[src/rtl/hash_start_ctrl.sv]
`timescale 1ns/1ps
module hash_start_ctrl #(
  parameter int NWORDS       = 16,
  parameter int NDIG         = 8,
  parameter int SHA1_SHORT   = 85,
  parameter int SHA1_LONG    = 326,
  parameter int SHA256_SHORT = 72,
  parameter int SHA256_LONG  = 265,
  parameter int SYNC_CYC     = 2
) (
  input  logic        clk,
  input  logic        rst_n,
  input  logic        bus_wr,
  input  logic        bus_rd,
  input  logic [7:0]  bus_addr,
  input  logic [31:0] bus_wdata,
  output logic [31:0] bus_rdata,
  output logic        irq_o
);
  localparam int CW   = $clog2(SHA1_LONG + SYNC_CYC + 1);
  localparam int HALF = NWORDS / 2;
  localparam int IW   = $clog2(NWORDS);
  localparam logic [7:0] A_CTRL = 8'h00, A_MODE = 8'h04, A_IEN = 8'h08,
                         A_IDIS = 8'h0C, A_MASK = 8'h10, A_STAT = 8'h14;

  function automatic logic [31:0] iv_word(int k);
    return 32'h9E3779B9 * 32'(k + 1);
  endfunction

  logic [NWORDS-1:0][31:0] din;
  logic [NDIG-1:0][31:0]   dig;
  logic [NWORDS-1:0]       filled;
  logic [1:0]              smode;
  logic                    algo, lng, busy, ready, mask, first_pend, chain_first;
  logic [CW-1:0]           cnt;

  logic              wr_din, ctrl_wr, man_go, auto_go, go, done, rd_dig, first_now;
  logic [IW-1:0]     widx;
  logic [NWORDS-1:0] filled_nx;
  logic [CW-1:0]     load;
  logic              unused_bits;

  assign widx      = bus_addr[IW+1:2];
  assign wr_din    = bus_wr && bus_addr[7:6] == 2'b01 && !busy;
  assign filled_nx = filled | (wr_din ? (NWORDS'(1) << widx) : '0);
  assign ctrl_wr   = bus_wr && bus_addr == A_CTRL && !busy;
  assign first_now = ctrl_wr && bus_wdata[1];
  assign man_go    = ctrl_wr && bus_wdata[0] && smode == 2'd0;
  assign auto_go   = wr_din && smode != 2'd0 && widx == IW'(NWORDS - 1) && &filled_nx;
  assign go        = man_go || auto_go;
  assign done      = busy && cnt == '0;
  assign rd_dig    = bus_rd && bus_addr[7:5] == 3'b100;
  assign irq_o     = ready && mask;
  assign load      = algo ? (lng ? CW'(SHA256_LONG + SYNC_CYC - 1) : CW'(SHA256_SHORT + SYNC_CYC - 1))
                          : (lng ? CW'(SHA1_LONG + SYNC_CYC - 1)   : CW'(SHA1_SHORT + SYNC_CYC - 1));
  assign unused_bits = ^{bus_wdata[31:9], bus_wdata[7:5], bus_wdata[3:2]};

  always_ff @(posedge clk or negedge rst_n) begin
    if (!rst_n) begin
      din <= '0; dig <= '0; filled <= '0; smode <= '0; algo <= 1'b0; lng <= 1'b0;
      busy <= 1'b0; ready <= 1'b0; mask <= 1'b0; first_pend <= 1'b1;
      chain_first <= 1'b0; cnt <= '0;
    end else begin
      if (bus_wr && bus_addr == A_MODE) begin
        smode <= bus_wdata[1:0];
        algo  <= bus_wdata[4];
        lng   <= bus_wdata[8];
      end
      if (bus_wr && bus_addr == A_IDIS && bus_wdata[0]) mask <= 1'b0;
      else if (bus_wr && bus_addr == A_IEN && bus_wdata[0]) mask <= 1'b1;
      if (wr_din) din[widx] <= bus_wdata;
      filled <= go ? '0 : filled_nx;
      if (go) begin
        first_pend  <= 1'b0;
        chain_first <= first_pend || first_now;
        busy        <= 1'b1;
        cnt         <= load;
      end else begin
        if (first_now) first_pend <= 1'b1;
        if (done) busy <= 1'b0;
        else if (busy) cnt <= cnt - 1'b1;
      end
      if (done) ready <= 1'b1;
      else if (go || rd_dig) ready <= 1'b0;
      if (done)
        for (int i = 0; i < NDIG; i++)
          dig[i] <= (chain_first ? iv_word(i) : dig[i]) ^ din[i] ^ din[i+HALF];
    end
  end

  always_comb begin
    bus_rdata = '0;
    if (bus_rd) begin
      if (bus_addr == A_MODE)      bus_rdata = {23'd0, lng, 3'd0, algo, 2'd0, smode};
      else if (bus_addr == A_MASK) bus_rdata = {31'd0, mask};
      else if (bus_addr == A_STAT) bus_rdata = {30'd0, busy, ready};
      else if (rd_dig)             bus_rdata = dig[bus_addr[4:2]];
    end
  end

  AST_MANUAL_START_CMD: assert property (@(posedge clk) disable iff (!rst_n)
    $rose(busy) && smode == 2'd0 |-> $past(bus_wr && bus_addr == A_CTRL && bus_wdata[0]));
  AST_AUTO_LAST_WORD: assert property (@(posedge clk) disable iff (!rst_n)
    $rose(busy) && smode != 2'd0 |-> $past(bus_wr && bus_addr == 8'h7C));
  AST_READY_FROM_BUSY: assert property (@(posedge clk) disable iff (!rst_n)
    $rose(ready) |-> $past(busy));
  AST_NO_READY_WHILE_BUSY: assert property (@(posedge clk) disable iff (!rst_n)
    busy |-> !ready);
  AST_DIGEST_READ_CLEARS: assert property (@(posedge clk) disable iff (!rst_n)
    bus_rd && bus_addr[7:5] == 3'b100 && !busy |=> !ready);
  AST_BUSY_HOLDS_DATA: assert property (@(posedge clk) disable iff (!rst_n)
    busy |=> $stable(din));
endmodule

[config.mk]
export PLATFORM = sky130hd
export DESIGN_NAME = hash_start_ctrl
export DESIGN_NICKNAME = d
export VERILOG_FILES = /design/src/rtl/hash_start_ctrl.sv
export SDC_FILE = /design/constraint.sdc
export NUM_CORES = 1
export LEC_CHECK = 0
export ABC_AREA = 1
export BUFFER_PORTS_ARGS = -buffer_cell sky130_fd_sc_hd__buf_4
export CORE_UTILIZATION = 39
export DETAILED_ROUTE_END_ITERATION = 6
export GPL_TIMING_DRIVEN = 0
export PLACE_DENSITY = 0.51
export SYNTH_ARGS = -nofsm -noshare
export SYNTH_HDL_FRONTEND = slang
export SYNTH_SLANG_ARGS = --single-unit
[constraint.sdc]
create_clock -name clk -period 5.4 [get_ports clk]
set_input_delay 0.54 -clock clk [delete_from_list [all_inputs] [get_ports clk]]
set_output_delay 0.54 -clock clk [all_outputs]
set_load 0.02 [all_outputs]
==> run_results.csv, run 1 <==
group,metric,value,unit
pwr,p_per_area,307,nW/um^2
cells_and_area,final_cells,5294,
route,viasPerCell,5.28,
worst_setup_path,required,4.86,ns
clock_tree,cts_tree,"done",
timing,relSlewSlack,-0.0633,
timing,hold_viol,0,
yosys,synth_fp_nets,3924,
timing,fmax,209,MHz
clock_tree,path_clk_slew,0.06,ns
yosys,netlist_instances,3876,
grt,grt_pass1_wl,193000,um
floorplanning,die_w,304,um
clock_tree,cts_root_buffer,"clkbuf_16",
pwr,seqPwrFrac,0.482,
grt,grt_max_degree,118,
timing,period_minus_slack,4.78,ns
clock_tree,clk_path_buf_depth,3,
yosys,synth_flop_cell,"dfrtp_1",
route,first_pass_iters,7,
pwr,power.net_switching,0.00295,W
clock_tree,clock_latency,0.67,ns
placement,gp_congestion,0.861,
grt,grt_util_met2,0.458,
grt,use_met3,0.0504,
timing,rsz0062_at_grt,"false",
worst_setup_path,critPathKind,"input pin to output port",
grt,grt_use_met1,0.407,
worst_setup_path,cp-end-kind,"output port",
route,routed_wl,134000,um
worst_setup_path,cp.arrival,4.24,ns
clock_tree,htree_levels,3,
timing,slew_viol_final,33,
timing,setup_ws,0.621,ns
floorplanning,rows,110,
yosys,synth_edf_count,0,
route,vias,27966,
yosys,syn_avg_cell_area,9.16,um^2
floorplanning,initial_utilization,0.394,
yosys,yosysWarnings,0,
yosys,async_reset_ff_frac,1.00,
yosys,ys_seq_area_frac,0.565,
pwr,share_comb_of_total_power,0.035,
cells_and_area,area_delta_synth_final,14.4,%
placement,io_buffer_count,75,
timing,tightest_slew,1.59,ns
timing,setup_viol,0,
route,routedWlPerCell,25.3,um
timing,fin_worst_skew,0.0283,ns
grt,grt_pass1_vias,26977,
run_status,violations,"capacitance limit, slew limit",
yosys,synth_area,35500,um^2
pwr,swShare,0.237,
floorplanning,core,90100,um^2
pwr,leakagePower,19.2,nW
yosys,synth_cell_types,45,
cells_and_area,post-route-util,0.451,
run_status,status,"finished with violations",
route,initialDrtViolationCount,3067,
cells_and_area,final_common_cell,"nand2_1",
grt,busiest_layer,"met2",
pwr,clock_power_share,0.483,
floorplanning,die_h,304,um
grt,grtUsageTotal,0.291,
grt,antenna_found_initial,8,
placement,place_inst,5136,
placement,pre_cts_ws,0.753,ns
cells_and_area,final_nets,4101,
timing,finalCritPeriodShare,0.885,
run,drv_cap,4,
cells_and_area,layout_common_cells,"nand2_1, dfrtp_1, o21ai_0",
cells_and_area,finish.instance_area,40600,um^2
clock_tree,clkSinkCount,801,
floorplanning,dieArea,92200,um^2
cells_and_area,drive_gt1_frac,0.0979,
yosys,ys_ff_latch,801,
clock_tree,numCtsBuffers,90,
route,drc,0,
grt,overflow,0,
pwr,ir_worst_vdd,0.216,mV
floorplanning,ios,77,
placement,placed_cell_area,37800,um^2
route,ant_nets,0,
min_path,min_path_type,"input pin to register",
timing,fin_worst_hold_slack,0.108,ns
worst_setup_path,critPathMaxFanout,10,
placement,post-dp-hpwl,89600,um
pwr,p_int,0.00952,W
worst_setup_path,start_kind,"input pin",
==> registers in the layout, summed over array words and instances (netlist names), 2 cells and up <==
register  cells
dig         256
filled       15
din         512
smode         2
cnt           9
==> worst paths after layout <==
path,cells after the start,from,endpoint,slack (ns)
setup / recovery,9,bus_addr[2],bus_rdata[11],0.62
hold / removal,3,bus_wdata[4],algo$_DFFE_PN0P_,0.11
setup reg to reg,13,cnt[0]$_DFFE_PN0P_,dig[144]$_DFFE_PN0P_,2.38
hold reg to reg,2,din[208]$_DFFE_PN0P_,din[208]$_DFFE_PN0P_,0.50
max in group asynchronous,6,rst_n,din[442]$_DFFE_PN0P_,2.42
min in group asynchronous,2,rst_n,din[458]$_DFFE_PN0P_,0.45
==> cell usage after synthesis (30+ instances only) <==
| cell type | instances | area share |
|---|---|---|
| nand2_1 | 1050 | 0.11 |
| a21oi_1 | 30 | 0.0042 |
| xor2_1 | 259 | 0.064 |
| clkbuf_1 | 177 | 0.019 |
| nand3_1 | 138 | 0.019 |
| dfrtp_1 | 800 | 0.56 |
| nor2_1 | 175 | 0.019 |
| a22oi_1 | 34 | 0.0072 |
| inv_1 | 216 | 0.023 |
| or2_2 | 118 | 0.021 |
| xnor2_1 | 140 | 0.035 |
| o21ai_0 | 551 | 0.078 |
==> layout make-up <==
type | instances | area, um^2
fillers | 8935 | 49500
flip-flops and latches | 801 | 20000
well taps | 1176 | 1470
plain buffers | 234 | 1020
repair buffers | 85 | 816
diodes | 2 | 5.00
clock inverters | 16 | 143
multi-input cells | 2616 | 13600
inverters | 225 | 845
clock buffers | 139 | 2680
==> power by group through the flow <==
stage / clock, W / combinational [W] / sequential [W]
CTS: 0.00609 / 0.000441 / 0.00601
finish: 0.00602 / 0.000436 / 0.00601
global route: 0.00631 / 0.000465 / 0.00601
floorplan: 0 / 0.0000959 / 0.00612
global placement: 0 / 0.000417 / 0.00612
detailed placement: 0 / 0.000439 / 0.00612
==> worst max-delay path, cell delays in order <==
cell and delay (ns):
buf_4 0.14, inv_1 0.07, nand2_1 0.27, inv_2 0.25, clkbuf_1 0.90, buf_1 0.98, a22oi_1 0.19, a31oi_1 0.60
buf_4 0.26
==> cell families after synthesis <==
| group | Yosys count | share of synthesized area |
|---|---|---|
| buffers and inverters | 459 | 0.0524 |
| DFF | 801 | 0.565 |
| adders and majority gates | 4 | 0.00141 |
| and+or+nand+nor | 1521 | 0.177 |
| xor gates and xnor gates | 399 | 0.0985 |
| AOI/OAI and AO/OA | 692 | 0.106 |
==> through the flow <==
step	total power (W)	TNS [ns]
6_report	0.0125	0
5_1_grt	0.0128	0
4_1_cts	0.0125	0
3_5_place_dp	0.00656	0
3_3_place_gp	0.00654	-4774.90
2_1_floorplan	0.00621	0
==> timing repair <==
| action | 4_1_cts | 5_1_grt |
|---|---|---|
| hold buffers | 1 | 0 |
| setup buffers | 0 | 0 |
| hold endpoints to repair | 79 | 0 |
| resized for setup | 0 | 0 |
==> per-layer routing <==
layer / share of wire / up-vias
li1: - / 12693
met1: 0.44 / 14074
met2: 0.46 / 957
met3: 0.068 / 240
met4: 0.034 / 2
met5: 0.000097 / -
Power figures use the tool's default switching activity.
==> run 2, diff against run 1 <==
--- a/config.mk
+++ b/config.mk
@@ -12,3 +12,2 @@
 export GPL_TIMING_DRIVEN = 0
-export PLACE_DENSITY = 0.51
 export SYNTH_ARGS = -nofsm -noshare
==> constraint.sdc (replaced) <==
create_clock -name clk -period 5.4 [get_ports clk]
set_input_delay 0.27 -clock clk [delete_from_list [all_inputs] [get_ports clk]]
set_output_delay 0.27 -clock clk [all_outputs]
set_load 0.02 [all_outputs]
==> run_results.csv, run 2 (synthesized netlist as in run 1, its figures left out) <==
group,metric,value,unit
route,viasPerCell,5.34,
timing,hold_viol,0,
pwr,ir_worst_vdd,0.265,mV
grt,grtUsageTotal,0.277,
worst_setup_path,r2r-end,"dig[144]$_DFFE_PN0P_",
cells_and_area,regMostFlops,"din",
clock_tree,path_clk_slew,0.06,ns
placement,pre_cts_ws,1.50,ns
cells_and_area,largest_reg_flops,512,
cells_and_area,final_cells,5293,
grt,grt_pass1_vias,27462,
worst_setup_path,r2r_slack,2.55,ns
worst_setup_path,cp-end-kind,"output port",
floorplanning,ios,77,
timing,fmax,216,MHz
placement,gp_congestion,0.914,
floorplanning,rows,110,
timing,period_minus_slack,4.64,ns
route,initialDrtViolationCount,3065,
run_status,violations,"capacitance limit, slew limit",
route,vias,28270,
grt,grt_pass1_wl,187000,um
route,routed_wl,128000,um
floorplanning,initial_utilization,0.394,
worst_setup_path,start_kind,"input pin",
floorplanning,die_h,304,um
grt,grt_max_degree,118,
placement,place_inst,5135,
cells_and_area,area_delta_synth_final,14.5,%
worst_setup_path,rr_worst_depth,13,
placement,io_buffer_count,75,
cells_and_area,final_common_cell,"nand2_1",
clock_tree,htree_levels,3,
timing,tns,0,ns
cells_and_area,finish.instance_area,40600,um^2
timing,finalCritPeriodShare,0.858,
grt,overflow,0,
worst_setup_path,required,5.13,ns
timing,rsz0062_at_grt,"false",
route,routedWlPerCell,24.2,um
route,drc,0,
cells_and_area,final_nets,4102,
floorplanning,dieArea,92200,um^2
route,first_pass_iters,5,
timing,setup_ws,0.765,ns
clock_tree,numCtsBuffers,86,
clock_tree,cts_tree,"done",
run,drv_cap,5,
pwr,p_per_area,306,nW/um^2
timing,setup_viol,0,
cells_and_area,post-route-util,0.451,
floorplanning,core,90100,um^2
placement,placed_cell_area,37800,um^2
clock_tree,cts_resized,0,
pwr,leakagePower,19.2,nW
worst_setup_path,r2r-start,"cnt[0]$_DFFE_PN0P_",
timing,fin_worst_skew,0.0330,ns
timing,tightest_slew,1.56,ns
worst_setup_path,critPathKind,"input pin to output port",
placement,post-dp-hpwl,85200,um
run_status,status,"finished with violations",
clock_tree,clk_path_buf_depth,3,
cells_and_area,reg_top3,"din (512), dig (256), filled (15)",
timing,relSlewSlack,-0.0425,
floorplanning,die_w,304,um
timing,slew_viol_final,55,
grt,antenna_found_initial,2,
clock_tree,clock_latency,0.66,ns
min_path,hp-start,"bus_wdata[14]",
worst_setup_path,cp.arrival,4.37,ns
cells_and_area,drive_gt1_frac,0.0974,
min_path,hold_path_depth,3,
route,ant_nets,0,
min_path,hold_path_end,"din[46]$_DFFE_PN0P_",
clock_tree,cts_root_buffer,"clkbuf_16",
min_path,min_path_type,"input pin to register",
worst_setup_path,critPathMaxFanout,10,
cells_and_area,layout_common_cells,"nand2_1, dfrtp_1, o21ai_0",
clock_tree,clkSinkCount,801,
[run 2: how the worst max path moves through the flow]
stage	from	slack [ns]	to	cells past startpoint
2_1_floorplan	bus_addr[5]	3.34	bus_rdata[28]	4
3_3_place_gp	rst_n	-5.51	din[275]$_DFFE_PN0P_	1
3_5_place_dp	bus_addr[3]	1.50	bus_rdata[20]	9
4_1_cts	bus_addr[2]	0.99	bus_rdata[11]	10
5_1_grt	bus_addr[2]	0.73	bus_rdata[11]	10
6_report	bus_addr[2]	0.76	bus_rdata[11]	10
[run 2: where the power goes]
group / internal, W / leakage (nW) / total (W) / switching, W
combinational: 0.0000648 / 6.76 / 0.000427 / 0.000362
clock: 0.00348 / 1.39 / 0.00600 / 0.00251
sequential: 0.00601 / 11.1 / 0.00601 / 0.00000341
total: 0.00955 / 19.2 / 0.0124 / 0.00288
[run 2: final cells by class]
type | count | area (um^2)
Tap cell | 1176 | 1470
Clock buffer | 127 | 2540
Inverter | 225 | 845
Multi-Input combinational cell | 2616 | 13600
Fill cell | 8839 | 49500
Clock inverter | 22 | 268
Buffer | 234 | 1010
Antenna cell | 2 | 5.00
Sequential cell | 801 | 20000
Timing Repair Buffer | 90 | 848
[run 2: repair_timing]
| action | 4_1_cts | 5_1_grt |
|---|---|---|
| hold buffers | 7 | 0 |
| setup buffers | 0 | 0 |
| endpoints found under the hold margin | 82 | 0 |
[run 2: metrics by stage]
step	hold WS, ns	total power (W)
4_1_cts	0.0239	0.0125
2_1_floorplan	-0.0256	0.00621
3_3_place_gp	0.479	0.00652
5_1_grt	0.0586	0.0127
6_report	0.0394	0.0124
3_5_place_dp	0.325	0.00654
[run 2: layer usage]
layer  up-vias  share of wire  wire, um  track usage
li1      12718              -         -            -
met1     14159           0.41     53000        0.371
met2      1147           0.46     58600        0.438
met3       246          0.084     10700       0.0540
met4         0          0.044      5610        0.121
met5         -              0         0            0
[run 2: worst max-delay path: stages]
cell           delay [ns]
dlygate4sd3_1        0.53
buf_4                0.16
inv_1                0.07
nand2_1              0.22
inv_2                0.24
clkbuf_1             0.92
buf_1                0.92
a22oi_1              0.16
a31oi_1              0.58
buf_4                0.25
